`config.mk`:
```
export PLATFORM = sky130hd
export DESIGN_NAME = sar_adc_port
export DESIGN_NICKNAME = d
export VERILOG_FILES = /design/src/rtl/sar_pkg.sv /design/src/rtl/sar_frame.sv /design/src/rtl/sar_power.sv /design/src/rtl/sar_dout.sv /design/src/rtl/sar_adc_port.sv
export SDC_FILE = /design/constraint.sdc
export NUM_CORES = 1
export LEC_CHECK = 0
export ABC_AREA = 1
export BUFFER_PORTS_ARGS = -buffer_cell sky130_fd_sc_hd__buf_2
export CORE_MARGIN = 2
export CORE_UTILIZATION = 45
export DETAILED_ROUTE_END_ITERATION = 6
export PLACE_DENSITY_LB_ADDON = 0.3
export SLEW_MARGIN = 20
export SYNTH_ARGS = -nofsm -noshare
export SYNTH_HDL_FRONTEND = slang
export SYNTH_SLANG_ARGS = --single-unit
```
`constraint.sdc`:
```
create_clock -name clk -period 1.7 [get_ports clk]
set_clock_uncertainty 0.15 [all_clocks]
set_input_delay 0.17 -clock clk [delete_from_list [all_inputs] [get_ports clk]]
set_output_delay 0.17 -clock clk [all_outputs]
set_load 0.005 [all_outputs]
```
`src/rtl/sar_pkg.sv`:
```
package sar_pkg;
  typedef enum logic [1:0] {
    PS_ON   = 2'd0,
    PS_OFF  = 2'd1,
    PS_WAKE = 2'd2
  } pstate_t;

  localparam logic [1:0] PM_NORMAL = 2'b11;
  localparam logic [1:0] PM_FULL   = 2'b10;
  localparam logic [1:0] PM_AUTO   = 2'b01;
endpackage

```
`src/rtl/sar_frame.sv`:
```
module sar_frame #(
  parameter int CTLW = 12,
  parameter int FRM  = 16
) (
  input  logic            clk,
  input  logic            rst,
  input  logic            cs_n,
  input  logic            sclk,
  input  logic            din,
  output logic            cs_fall,
  output logic            cs_rise,
  output logic            frame_full,
  output logic            sclk_fall,
  output logic            track_edge,
  output logic            commit,
  output logic [CTLW-1:0] ctl_word
);
  localparam int CW = $clog2(FRM + 1);
  localparam logic [CW-1:0] N_FULL  = CW'(FRM);
  localparam logic [CW-1:0] N_LAST  = CW'(FRM - 1);
  localparam logic [CW-1:0] N_TRACK = CW'(FRM - 3);
  localparam logic [CW-1:0] N_CTL   = CW'(CTLW);

  logic          cs_d, sclk_d, act;
  logic [CW-1:0] cnt;
  logic [CTLW-1:0] sh;

  assign cs_fall    = cs_d & ~cs_n;
  assign cs_rise    = act & cs_n;
  assign frame_full = (cnt == N_FULL);
  assign sclk_fall  = act & ~cs_n & sclk_d & ~sclk;
  assign track_edge = sclk_fall && (cnt == N_TRACK);
  assign commit     = sclk_fall && (cnt == N_LAST) && sh[CTLW-1];
  assign ctl_word   = sh;

  always_ff @(posedge clk) begin
    if (rst) begin
      cs_d   <= 1'b1;
      sclk_d <= 1'b1;
      act    <= 1'b0;
      cnt    <= '0;
      sh     <= '0;
    end else begin
      cs_d   <= cs_n;
      sclk_d <= sclk;
      if (cs_fall) begin
        act <= 1'b1;
        cnt <= '0;
      end else if (cs_rise) begin
        act <= 1'b0;
        cnt <= '0;
      end else if (sclk_fall && cnt != N_FULL) begin
        cnt <= cnt + 1'b1;
        if (cnt < N_CTL) sh <= {sh[CTLW-2:0], din};
      end
    end
  end
endmodule

```
`src/rtl/sar_power.sv`:
```
module sar_power
  import sar_pkg::*;
#(
  parameter int WAKE_CYC = 250
) (
  input  logic       clk,
  input  logic       rst,
  input  logic       cs_fall,
  input  logic       cs_end,
  input  logic       last_ok,
  input  logic [1:0] pm,
  output pstate_t    st,
  output logic       sleep
);
  localparam int WW = $clog2(WAKE_CYC + 1) + 1;
  localparam logic [WW-1:0] W_LOAD = WW'(WAKE_CYC - 1);

  pstate_t       nxt;
  logic [WW-1:0] wcnt;

  always_comb begin
    nxt = st;
    if (cs_fall && st == PS_OFF && pm == PM_AUTO) begin
      nxt = PS_WAKE;
    end else if (cs_end) begin
      case (pm)
        PM_FULL: nxt = PS_OFF;
        PM_AUTO: if (last_ok) nxt = PS_OFF;
        default: if (st == PS_OFF) nxt = PS_WAKE;
      endcase
    end else if (st == PS_WAKE && wcnt == '0) begin
      nxt = PS_ON;
    end
  end

  assign sleep = cs_end && (nxt == PS_OFF);

  always_ff @(posedge clk) begin
    if (rst) begin
      st   <= PS_ON;
      wcnt <= '0;
    end else begin
      st <= nxt;
      if (nxt == PS_WAKE && st != PS_WAKE) wcnt <= W_LOAD;
      else if (st == PS_WAKE && wcnt != '0) wcnt <= wcnt - 1'b1;
    end
  end
endmodule

```
`src/rtl/sar_dout.sv`:
```
module sar_dout #(
  parameter int FRM = 16
) (
  input  logic           clk,
  input  logic           rst,
  input  logic           load,
  input  logic           shift,
  input  logic           drive,
  input  logic           stop,
  input  logic [FRM-1:0] word,
  output logic           dout,
  output logic           dout_oe
);
  logic [FRM-1:0] sreg;

  assign dout = sreg[FRM-1];

  always_ff @(posedge clk) begin
    if (rst) begin
      sreg    <= '0;
      dout_oe <= 1'b0;
    end else if (load) begin
      sreg    <= word;
      dout_oe <= drive;
    end else if (stop) begin
      dout_oe <= 1'b0;
    end else if (shift) begin
      sreg <= {sreg[FRM-2:0], 1'b0};
    end
  end
endmodule

```
`src/rtl/sar_adc_port.sv`:
```
module sar_adc_port
  import sar_pkg::*;
#(
  parameter int RES      = 12,
  parameter int NCH      = 4,
  parameter int WAKE_CYC = 250
) (
  input  logic               clk,
  input  logic               rst,
  input  logic               cs_n,
  input  logic               sclk,
  input  logic               din,
  input  logic [NCH*RES-1:0] samples,
  output logic               dout,
  output logic               dout_oe,
  output logic               track,
  output logic               stale
);
  localparam int CHW   = (NCH > 1) ? $clog2(NCH) : 1;
  localparam int FRM   = 2 + CHW + RES;
  localparam int CTLW  = RES;
  localparam int WR_B  = CTLW - 1;
  localparam int PM_HI = CTLW - 2;
  localparam int PM_LO = CTLW - 3;
  localparam int CH_HI = CTLW - 4;
  localparam int CH_LO = CH_HI - CHW + 1;

  logic            cs_fall, cs_rise, frame_full, sclk_fall, track_edge, commit;
  logic [CTLW-1:0] ctl_word, ctrl;
  logic [1:0]      pm;
  logic [CHW-1:0]  ch;
  logic [RES-1:0]  samp_sel;
  logic [FRM-1:0]  word;
  logic            conv_ok, float_frm, sleep;
  logic            ctrl_unused;
  pstate_t         st;

  assign pm          = ctrl[PM_HI:PM_LO];
  assign ch          = ctrl[CH_HI:CH_LO];
  assign ctrl_unused = ^{ctrl[WR_B], ctrl[CH_LO-1:0]};
  assign samp_sel    = samples[int'(ch)*RES +: RES];
  assign conv_ok     = (st == PS_ON);
  assign float_frm   = (st == PS_OFF) && (pm != PM_AUTO);
  assign word        = {2'b00, ch, conv_ok ? samp_sel : {RES{1'b0}}};

  sar_frame #(.CTLW(CTLW), .FRM(FRM)) u_frm (
    .clk(clk), .rst(rst), .cs_n(cs_n), .sclk(sclk), .din(din),
    .cs_fall(cs_fall), .cs_rise(cs_rise), .frame_full(frame_full),
    .sclk_fall(sclk_fall), .track_edge(track_edge), .commit(commit),
    .ctl_word(ctl_word)
  );

  sar_power #(.WAKE_CYC(WAKE_CYC)) u_pwr (
    .clk(clk), .rst(rst), .cs_fall(cs_fall), .cs_end(cs_rise & frame_full),
    .last_ok(~stale), .pm(pm), .st(st), .sleep(sleep)
  );

  sar_dout #(.FRM(FRM)) u_out (
    .clk(clk), .rst(rst), .load(cs_fall), .shift(sclk_fall),
    .drive(~float_frm), .stop(cs_rise), .word(word),
    .dout(dout), .dout_oe(dout_oe)
  );

  always_ff @(posedge clk) begin
    if (rst) begin
      ctrl              <= '0;
      ctrl[PM_HI:PM_LO] <= PM_NORMAL;
      track             <= 1'b1;
      stale             <= 1'b0;
    end else begin
      if (commit) ctrl <= ctl_word;
      if (cs_fall) stale <= ~conv_ok;
      if (cs_fall)         track <= 1'b0;
      else if (sleep)      track <= 1'b0;
      else if (track_edge) track <= 1'b1;
    end
  end
endmodule

```
==> summary.md, run 1 <==
| Metric | Value |
|---|---|
| Final period util | `0.957` |
| Largest family of logic cells by synthesized area | `simple AND/OR/NAND/NOR gates` |
| First-pass GRT wire length | `11.1 mm` |
| Sequential cell area | `0.00109 mm²` |
| Max VDD drop | `a little under 500 µV` |
| Total Power | `2310 µW` |
| Die Y | `84.1 µm` |
| Mean Syn Cell Area | `6.87 µm²` |
| Seq/Total Area, Yosys | `0.374` |
| Kind of critical path | `reg -> reg` |
| Reg2reg start | `u_pwr.wcnt[1]` |
| Syn Inst Count | `421` |
| Slew margin rel. | `0.775` |
| Fin. Hold Viols | `0` |
| GRT Overall Usage | `0.185` |
| Final worst-path setup slack | `0.0724 ns` |
| Fillers | `595` |
| Yosys cell types | `37` |
| Dpl hpwl | `around 4.6 mm` |
| Min-delay worst type | `in -> reg` |
| Row count | `29` |
| Mux cell area share after synthesis | `0` |
| Critical R2R Capture | `u_pwr.wcnt[8]` |
| Area occupied by multi-input gates | `0.00160 mm²` |
| Post-synthesis cell area | `around 0.0029 mm²` |
| Maximum clock insertion buffer count | `2` |
| Commonest non-fill, non-tap cell in the layout | `nor2_1` |
| Root buffer cell | `clkbuf_8` |
| Pwr Density | `660 mW/mm²` |
| Hold_sp | `rst` |
| Largest net degree at the start of global routing | `31` |
| Unrepaired setup endpoints after global routing | `true` |
| CTS tree | `done` |
| Die X | `84.1 µm` |
| Commonest cells after routing, fill and taps aside | `66 x nor2_1, 64 x nand2_1, 62 x o21ai_0, 56 x buf_2, 48 x dfxtp_1` |
| Routed Antenna Nets | `0` |
| DRT Wirelength | `6.45 mm` |
| Synth Area in Compound Gates | `0.204` |
| Post-synth EDFFs | `0` |
| H-Tree Depth | `2` |
| Hold path depth | `2` |
| Asr flop ratio synth | `0` |
| Clock Pin Slew Worst Setup and Hold Paths | `0.10 ns` |
| Crit path DAT | `between 1.5 and 2 ns` |
| DRC violations left | `0` |
| Final setup violating endpoints | `0` |
| I/O pins | `57` |
| P_leak | `0.00161 µW` |
| Pre-CTS setup slack | `0.0161 ns` |
| MaxCap Viol Count | `0` |
| Synthesized Nets | `482` |
| CP Max Fanout | `7` |
| Total CTS buffers | `5` |
| Required time worst endpoint | `between 1.5 and 2 ns` |
| Non-Filler Instances | `approximately 560` |
| Worst setup EP type | `register` |
| Post-synth top flop | `dfxtp_1` |
| Wire per inst | `11.4 µm` |
| Via count | `2831` |
| Post-Layout Inst Area | `0.00350 mm²` |
| Initial antenna violation count | `0` |
| Worst skew pair latency | `0.30 ns` |
| Hold EP | `u_pwr.st[0]` |
| Tmin final | `1.63 ns` |
| Synth Register Bits | `54` |
| Clk sink count | `54` |
| Cells after DPL | `547` |
| Ant diodes | `0` |
| Die area | `0.00708 mm²` |
| Worst slew pin tran | `0.334 ns` |
| Fmax | `0.614 GHz` |
| DR iter-0 viols | `138` |
| I/O Buffers | `56` |
| YS warnings | `0` |
| Final RePlAce weighted congestion | `0.841` |
| Simple-Gate Fraction of Synth Area | `0.287` |
| Area delta synth->final | `21.1%` |
| Router iterations before antenna repair | `4` |
| Core Region | `0.00628 mm²` |
| Final Slew Violations | `0` |
| Overflow after GRT | `0` |
| Layout cell share with drive strength beyond 1 | `0.273` |
| Status | `finished, final reports clean` |
| CP Launch Type | `register` |
| Post-DP Area | `0.00326 mm²` |
| Starting Density | `0.460` |
| Vias in the first global route | `2654` |
| Post-Synth XOR/XNOR Area | `0.00606` |
| Final nets | `547` |
| Vias per cell | `5.02` |
| R2r setup slk | `0.07 ns` |
| R2r worst-path depth | `12` |
| Adder-cell share of the synthesized area | `0.0346` |
==> worst max path at each step <==
stage | from | end | slack [ns] | depth (start not counted)
after floorplan | u_frm.cnt[0] | u_frm.ctl_word[11] | 0.13 | 11
after global placement | u_frm.cnt[0] | ctrl[9] | 0.07 | 8
after detailed placement | u_frm.cnt[0] | u_frm.ctl_word[4] | 0.02 | 10
after CTS | ctrl[9] | u_pwr.wcnt[2] | 0.03 | 10
after global routing | u_pwr.wcnt[1] | u_pwr.wcnt[8] | -0.04 | 12
final | u_pwr.wcnt[1] | u_pwr.wcnt[8] | 0.07 | 12
==> registers in the layout (all words and copies together) (netlist names), 2 cells and up <==
name and cells:
u_out.sreg 16, u_frm.ctl_word 12, u_pwr.wcnt 9, u_frm.cnt 5
ctrl 4, u_pwr.st 2
==> through the flow <==
stage | hold slack [ns] | TNS, ns | utilization
4_1_cts | 0.0690 | 0 | 0.539
6_report | 0.0841 | 0 | 0.558
3_3_place_gp | 0.220 | 0 | 0.519
5_1_grt | 0.101 | -0.0872 | 0.558
2_1_floorplan | 0.0980 | 0 | -
3_5_place_dp | 0.226 | 0 | 0.519
==> cell usage after synthesis, types with 3 or more instances <==
master,count,area (µm²)
nor2_1,68,255
nand2_1,65,244
o21ai_0,62,310
dfxtp_1,54,1080
inv_1,39,146
a21oi_1,26,130
nand3_1,23,115
o22ai_1,12,75.1
ha_1,8,100
nand2_2,7,43.8
buf_2,5,25.0
clkbuf_1,5,18.8
inv_2,5,18.8
nor2_2,5,31.3
or2_2,4,25.0
buf_4,3,22.5
nor2_4,3,33.8
==> area by class of cell <==
class                   instances  share of cell area
well taps                      77              0.0275
flip-flops and latches         54               0.312
clock buffers                   5              0.0197
inverters                      46              0.0497
repair buffers                 75               0.128
clock inverters                 3             0.00822
multi-input cells             304               0.456
==> timing repair <==
action	4_1_cts	5_1_grt
hold buffers	3	0
setup endpoints to repair	2	24
gates cloned	0	1
pin swaps	0	14
endpoints found under the hold margin	4	0
gates resized for setup	1	27
setup buffers	0	5
==> routing by layer <==
| layer | track usage | vias up | share of wire |
|---|---|---|---|
| met3 | 0.0354 | 2 | 0.020 |
| met5 | 0 | - | 0 |
| li1 | - | 1508 | - |
| met4 | 0.0455 | 0 | 0.0046 |
| met1 | 0.228 | 1300 | 0.47 |
| met2 | 0.332 | 21 | 0.51 |
==> logic make-up after synthesis <==
logic type	Yosys count
buf+inv	63
xor+xnor	2
simple gates	184
fa+ha+maj	8
compound gates	110
flops	54
==> power by group <==
| part | total, µW | internal (µW) | switching, µW | leakage (µW) |
|---|---|---|---|---|
| combinational | 239 | 113 | 126 | 0.00112 |
| clock | 748 | 306 | 442 | 0.0000502 |
| sequential | 1330 | 1300 | 20.9 | 0.000441 |
| total | 2310 | 1720 | 588 | 0.00161 |
==> worst max-delay path: stages, from the launching register on <==
cell	delay, ns
dfxtp_2	0.34
inv_2	0.07
ha_4	0.14
inv_2	0.03
nor2_2	0.09
nand2_1	0.06
nor2_2	0.16
nand2_1	0.09
nand2_2	0.08
nand2_2	0.06
nand3_4	0.13
nand2_4	0.07
nor2_1	0.10
Note: power is estimated with default switching activity, not from simulation.
==> run 2: changes to the inputs <==
- CORE_ASPECT_RATIO: default -> 0.8
- CORE_MARGIN: 2 -> default
==> summary.md, run 2 (synthesis gave the netlist of run 1 again) <==
| Metric | Value |
|---|---|
| Commonest cells after routing, fill and taps aside | `67 x nor2_1, 63 x nand2_1, 62 x o21ai_0, 56 x buf_2, 49 x dfxtp_1 (was 66 x nor2_1, 64 x nand2_1, 62 x o21ai_0, 56 x buf_2, 48 x dfxtp_1)` |
| DRT Wirelength | `6.51 mm (was 6.45 mm)` |
| H-Tree Depth | `2 (unchanged)` |
| DRC violations left | `0 (unchanged)` |
| Crit path DAT | `1.72 ns (about the same)` |
| Critical path, cell by cell | `inv_1 -> ha_2 -> nand3_1 -> nor2_1 -> a21oi_1 -> nand2_2 -> nand3_4 -> nand2_4 -> nor2_1 (was inv_2 -> ha_4 -> inv_2 -> nor2_2 -> nand2_1 -> nor2_2 -> nand2_1 -> nand2_2 -> nand2_2 -> nand3_4 -> nand2_4 -> nor2_1)` |
| MaxCap Viol Count | `0 (unchanged)` |
| Starting Density | `0.479 (was 0.460)` |
| Core Util, Final | `0.578 (was 0.558)` |
| Initial antenna violation count | `0 (unchanged)` |
| Top cell by count, worst path | `nor2_1` |
| Maximum clock insertion buffer count | `2 (unchanged)` |
| Vias in the first global route | `2650 (was 2654)` |
| Area delta synth->final | `20.8% (was 21.1%)` |
| Post-Layout Inst Area | `0.00349 mm² (was 0.00350 mm²)` |
| Post-DP Area | `0.00326 mm² (about the same)` |
| Routed Antenna Nets | `0 (unchanged)` |
| Total Power | `2420 µW (was 2310 µW)` |
| Slew margin rel. | `0.779 (was 0.775)` |
| Unrepaired setup endpoints after global routing | `true (unchanged)` |
| Core Region | `0.00604 mm² (was 0.00628 mm²)` |
| Die Y | `73.7 µm (was 84.1 µm)` |
| Max VDD drop | `562 µV (was 485 µV)` |
| I/O pins | `57 (unchanged)` |
| Fillers | `570 (was 595)` |
| Pwr Density | `694 mW/mm² (was 660 mW/mm²)` |
| Min-delay worst type | `in -> reg (unchanged)` |
| Fin. Hold Viols | `0 (unchanged)` |
| Layout cell share with drive strength beyond 1 | `0.258 (was 0.273)` |
| Final nets | `544 (was 547)` |
| Fmax | `0.603 GHz (was 0.614 GHz)` |
| I/O Buffers | `56 (unchanged)` |
| P_leak | `0.00160 µW (was 0.00161 µW)` |
| Final period util | `0.975 (was 0.957)` |
| Worst slew pin tran | `0.332 ns (was 0.334 ns)` |
| Clk sink count | `54 (unchanged)` |
| CP max stage cell | `dfxtp_2 (unchanged)` |
| Root buffer cell | `clkbuf_8 (unchanged)` |
| Total CTS buffers | `5 (unchanged)` |
| Row count | `25 (was 29)` |
| Via count | `2848 (was 2831)` |
| Final RePlAce weighted congestion | `0.848 (was 0.841)` |
| Tmin final | `1.66 ns (was 1.63 ns)` |
| Required time worst endpoint | `1.76 ns (was 1.79 ns)` |
| Largest net degree at the start of global routing | `31 (unchanged)` |
| Wire per inst | `11.5 µm (was 11.4 µm)` |
| GRT Overall Usage | `0.207 (was 0.185)` |
| CP peak stage delay | `0.35 ns (was 0.34 ns)` |
| Router iterations before antenna repair | `4 (unchanged)` |
| Die area | `0.00675 mm² (was 0.00708 mm²)` |
| Post-route setup TNS | `0 ns (unchanged)` |
| Largest register FFs | `16 (unchanged)` |
| Final Slew Violations | `0 (unchanged)` |
| Final setup violating endpoints | `0 (unchanged)` |
| CP Max Fanout | `7 (unchanged)` |
| Worst skew pair latency | `0.31 ns (was 0.30 ns)` |
| Dpl hpwl | `4.72 mm (was 4.62 mm)` |
| Status | `finished, final reports clean (unchanged)` |
| Overflow after GRT | `0 (unchanged)` |
| Vias per cell | `5.04 (was 5.02)` |
| Kind of critical path | `reg -> reg (unchanged)` |
| Ant diodes | `0 (unchanged)` |
| Commonest non-fill, non-tap cell in the layout | `nor2_1 (unchanged)` |
| Die X | `91.6 µm (was 84.1 µm)` |
| First-pass GRT wire length | `11.4 mm (was 11.1 mm)` |
| CTS tree | `done (unchanged)` |
| Worst setup EP type | `register (unchanged)` |
| DR iter-0 viols | `137 (was 138)` |
| Clock Pin Slew Worst Setup and Hold Paths | `0.09 ns (was 0.10 ns)` |
| Largest Register | `u_out.sreg (unchanged)` |
| CP Launch Type | `register (unchanged)` |
## run 2: cell types whose count changed in the layout (fill, tap and decap cells not counted), sizes merged
cell      previous run  this run
buf                 72        69
bufinv               0         1
clkinv               4         2
clkinvlp             0         2
inv                 45        44
## run 2: final cells by class
class,instances,area [µm²],area share
Clock inverter,3,45.0,0.0129
Timing Repair Buffer,72,412,0.118
Inverter,46,174,0.0498
Multi-Input combinational cell,304,1600,0.458
Sequential cell,54,1090,0.312
Clock buffer,5,68.8,0.0197
Tap cell,81,101,0.0290
## run 2: worst paths after layout
kind	slack [ns]	startpoint	cells after the start	end
worst max register to register	0.04	ctrl[10]	9	u_pwr.wcnt[8]
worst min register to register	0.33	u_frm.ctl_word[0]	2	u_frm.ctl_word[1]
worst max-delay path	0.04	ctrl[10]	9	u_pwr.wcnt[8]
worst min-delay path	0.08	rst	2	u_pwr.wcnt[6]
## run 2: power breakdown
group	switching [µW]	internal, µW
clock network	417	438
logic	127	114
registers	21.5	1300
total	565	1860
## run 2: worst max-delay path: cells and delay by family (launching register included)
family,cells,cell delay [ns]
adder cells (fa/ha/maj),1,0.20
AO/OA/AOI/OAI,1,0.09
buffers and inverters,1,0.07
flip-flops,1,0.35
AND/OR/NAND/NOR,6,0.71
## run 2: what timing repair did
item / 4_1_cts / 5_1_grt
hold buffers: 3 / 0
resized for setup: 0 / 25
endpoints found under the hold margin: 4 / 0
setup buffers: 0 / 1
endpoints found under the setup margin: 0 / 27
## run 2: through the flow
stage / worst slack, ns / instances / hold slack, ns
2_1_floorplan: 0.127 / 421 / 0.0980
3_3_place_gp: 0.0637 / 553 / 0.220
3_5_place_dp: 0.0356 / 553 / 0.234
4_1_cts: 0.00639 / 564 / 0.0778
5_1_grt: -0.0473 / 565 / 0.0989
6_report: 0.0420 / 565 / 0.0792
## run 2: routing by layer
layer  routed length, µm  global-route usage  part of all wire  vias to the layer above
li1                    -                   -                 -                     1497
met1                3240               0.259              0.50                     1306
met2                3050               0.372              0.47                       39
met3                 162              0.0352             0.025                        6
met4                  54              0.0529            0.0083                        0
met5                   0                   0                 0                        -
==> run 3: changes to the inputs <==
- MAX_ROUTING_LAYER: default -> met4
- PLACE_DENSITY: default -> 0.66
- PLACE_DENSITY_LB_ADDON: 0.3 -> default
- clock period: 1.7 -> 1.9 ns (I/O delays scaled with it)
==> summary.md, run 3 (synthesis gave the netlist of run 1 again) <==
| Metric | Value |
|---|---|
| Status | `finished, final reports clean (unchanged)` |
| Root buffer cell | `clkbuf_8 (unchanged)` |
| Pwr Density | `642 mW/mm² (was 694 mW/mm²)` |
| Fin. Hold Viols | `0 (unchanged)` |
| Reg2reg start | `u_frm.cnt[0] (was ctrl[10])` |
| Critical R2R Capture | `u_frm.ctl_word[9] (was u_pwr.wcnt[8])` |
| R2r worst-path depth | `10 (was 9)` |
| Min-delay worst type | `in -> reg (unchanged)` |
| Final Slew Violations | `0 (unchanged)` |
| Area delta synth->final | `17.6% (was 20.8%)` |
| Router iterations before antenna repair | `4 (unchanged)` |
| I/O Buffers | `56 (unchanged)` |
| CP max stage cell | `dfxtp_1 (was dfxtp_2)` |
| CP Launch Type | `register (unchanged)` |
| Largest net degree at the start of global routing | `26 (was 31)` |
| Post-DP Area | `0.00325 mm² (was 0.00326 mm²)` |
| Commonest cells after routing, fill and taps aside | `68 x nor2_1, 64 x nand2_1, 62 x o21ai_0, 56 x buf_2, 54 x dfxtp_1 (was 67 x nor2_1, 63 x nand2_1, 62 x o21ai_0, 56 x buf_2, 49 x dfxtp_1)` |
| Tmin final | `1.76 ns (was 1.66 ns)` |
| Commonest non-fill, non-tap cell in the layout | `nor2_1 (unchanged)` |
| Critical path, cell by cell | `inv_1 -> ha_1 -> nand2_1 -> inv_1 -> nand2_2 -> nand2_4 -> nor2_4 -> inv_2 -> nor2_1 -> nor2_1 (was inv_1 -> ha_2 -> nand3_1 -> nor2_1 -> a21oi_1 -> nand2_2 -> nand3_4 -> nand2_4 -> nor2_1)` |
| CP peak stage delay | `0.41 ns (was 0.35 ns)` |
| First-pass GRT wire length | `11.0 mm (was 11.4 mm)` |
| Final setup violating endpoints | `0 (unchanged)` |
| Ant diodes | `0 (unchanged)` |
| Fmax | `0.570 GHz (was 0.603 GHz)` |
| Dpl hpwl | `4.74 mm (was 4.72 mm)` |
| Vias per cell | `4.90 (was 5.04)` |
| Die X | `91.6 µm (unchanged)` |
| DRT Wirelength | `6.22 mm (was 6.51 mm)` |
| Post-Layout Inst Area | `0.00340 mm² (was 0.00349 mm²)` |
| Vias in the first global route | `2580 (was 2650)` |
| Final RePlAce weighted congestion | `0.865 (was 0.848)` |
| Final nets | `541 (was 544)` |
| Post-route setup TNS | `0 ns (unchanged)` |
| CP Max Fanout | `12 (was 7)` |
| Total CTS buffers | `5 (unchanged)` |
| CP bufs+invs | `3 (was 1)` |
| Starting Density | `0.479 (unchanged)` |
| Die area | `0.00675 mm² (unchanged)` |
| GRT Overall Usage | `0.206 (was 0.207)` |
| Die Y | `73.7 µm (unchanged)` |
| Overflow after GRT | `0 (unchanged)` |
| Clock Pin Slew Worst Setup and Hold Paths | `0.10 ns (was 0.09 ns)` |
| WHS | `0.0842 ns (was 0.0792 ns)` |
| Kind of critical path | `reg -> reg (unchanged)` |
| Largest Register | `u_out.sreg (unchanged)` |
| Worst setup EP type | `register (unchanged)` |
| Required time worst endpoint | `1.96 ns (was 1.76 ns)` |
| Clk sink count | `54 (unchanged)` |
| I/O pins | `57 (unchanged)` |
| Critical path depth in cells | `10 (was 9)` |
| Slew margin rel. | `0.786 (was 0.779)` |
| Crit path DAT | `1.81 ns (was 1.72 ns)` |
| Layout cell share with drive strength beyond 1 | `0.220 (was 0.258)` |
| Worst skew pair latency | `0.30 ns (was 0.31 ns)` |
| R2r setup slk | `0.14 ns (was 0.04 ns)` |
| Initial antenna violation count | `0 (unchanged)` |
| Largest register FFs | `16 (unchanged)` |
| Setup crit end | `u_frm.ctl_word[9] (was u_pwr.wcnt[8])` |
| Final period util | `0.924 (was 0.975)` |
| Via count | `2752 (was 2848)` |
| Critical Path Start | `u_frm.cnt[0] (was ctrl[10])` |
| H-Tree Depth | `2 (unchanged)` |
| Maximum clock insertion buffer count | `2 (unchanged)` |
| Routed Antenna Nets | `0 (unchanged)` |
| Core Region | `0.00604 mm² (unchanged)` |
| Unrepaired setup endpoints after global routing | `false (was true)` |
| DRC violations left | `0 (unchanged)` |
| Max VDD drop | `468 µV (was 562 µV)` |
| CTS tree | `done (unchanged)` |
| P_leak | `0.00158 µW (was 0.00160 µW)` |
| Wire per inst | `11.1 µm (was 11.5 µm)` |
| DR iter-0 viols | `107 (was 137)` |
| CP delay by family, top | `simple AND/OR/NAND/NOR gates (unchanged)` |
| MaxCap Viol Count | `0 (unchanged)` |
| Worst slew pin tran | `0.321 ns (was 0.332 ns)` |
| Row count | `25 (unchanged)` |
run 3: what timing repair did:
action	CTS	global route
hold buffers	3	0
endpoints found under the setup margin	0	4
gates resized for setup	0	1
buffers inserted	0	0
hold endpoints to repair	3	0
run 3: per-layer routing:
layer / part of all wire / global-route usage / vias to the layer above / wire, µm
met5: 0 / - / - / 0
met4: 0.0027 / 0.0335 / 0 / 17
met3: 0.030 / 0.0373 / 2 / 188
met2: 0.46 / 0.349 / 38 / 2830
met1: 0.51 / 0.262 / 1220 / 3180
li1: - / - / 1492 / -
run 3: how the worst min path moves through the flow:
stage          start             end  depth (start not counted)  slack [ns]
2_1_floorplan    rst  u_out.sreg[12]                          1        0.12
3_3_place_gp    sclk    u_frm.sclk_d                          3        0.24
3_5_place_dp    sclk    u_frm.sclk_d                          3        0.24
4_1_cts          rst   u_pwr.wcnt[6]                          2        0.08
5_1_grt          rst   u_pwr.wcnt[6]                          2        0.10
6_report         rst   u_pwr.wcnt[6]                          2        0.08
run 3: cell type report:
type | count | area (µm²)
Clock inverter | 3 | 47.5
Sequential cell | 54 | 1080
Tap cell | 81 | 101
Timing Repair Buffer | 69 | 385
Clock buffer | 5 | 68.8
Inverter | 46 | 174
Multi-Input combinational cell | 304 | 1540
Fill cell | 590 | 2640
run 3: through the flow:
step	std cells	total power [µW]	util	setup slack, ns
2_1_floorplan	421	1330	-	0.327
3_3_place_gp	551	1420	0.538	0.225
3_5_place_dp	551	1420	0.538	0.149
4_1_cts	562	2210	0.562	0.125
5_1_grt	562	2280	0.563	0.0149
6_report	562	2180	0.563	0.144
run 3: power breakdown:
group	internal (µW)	switching (µW)
Sequential	1170	19.7
Combinational	100	111
Clock	400	381
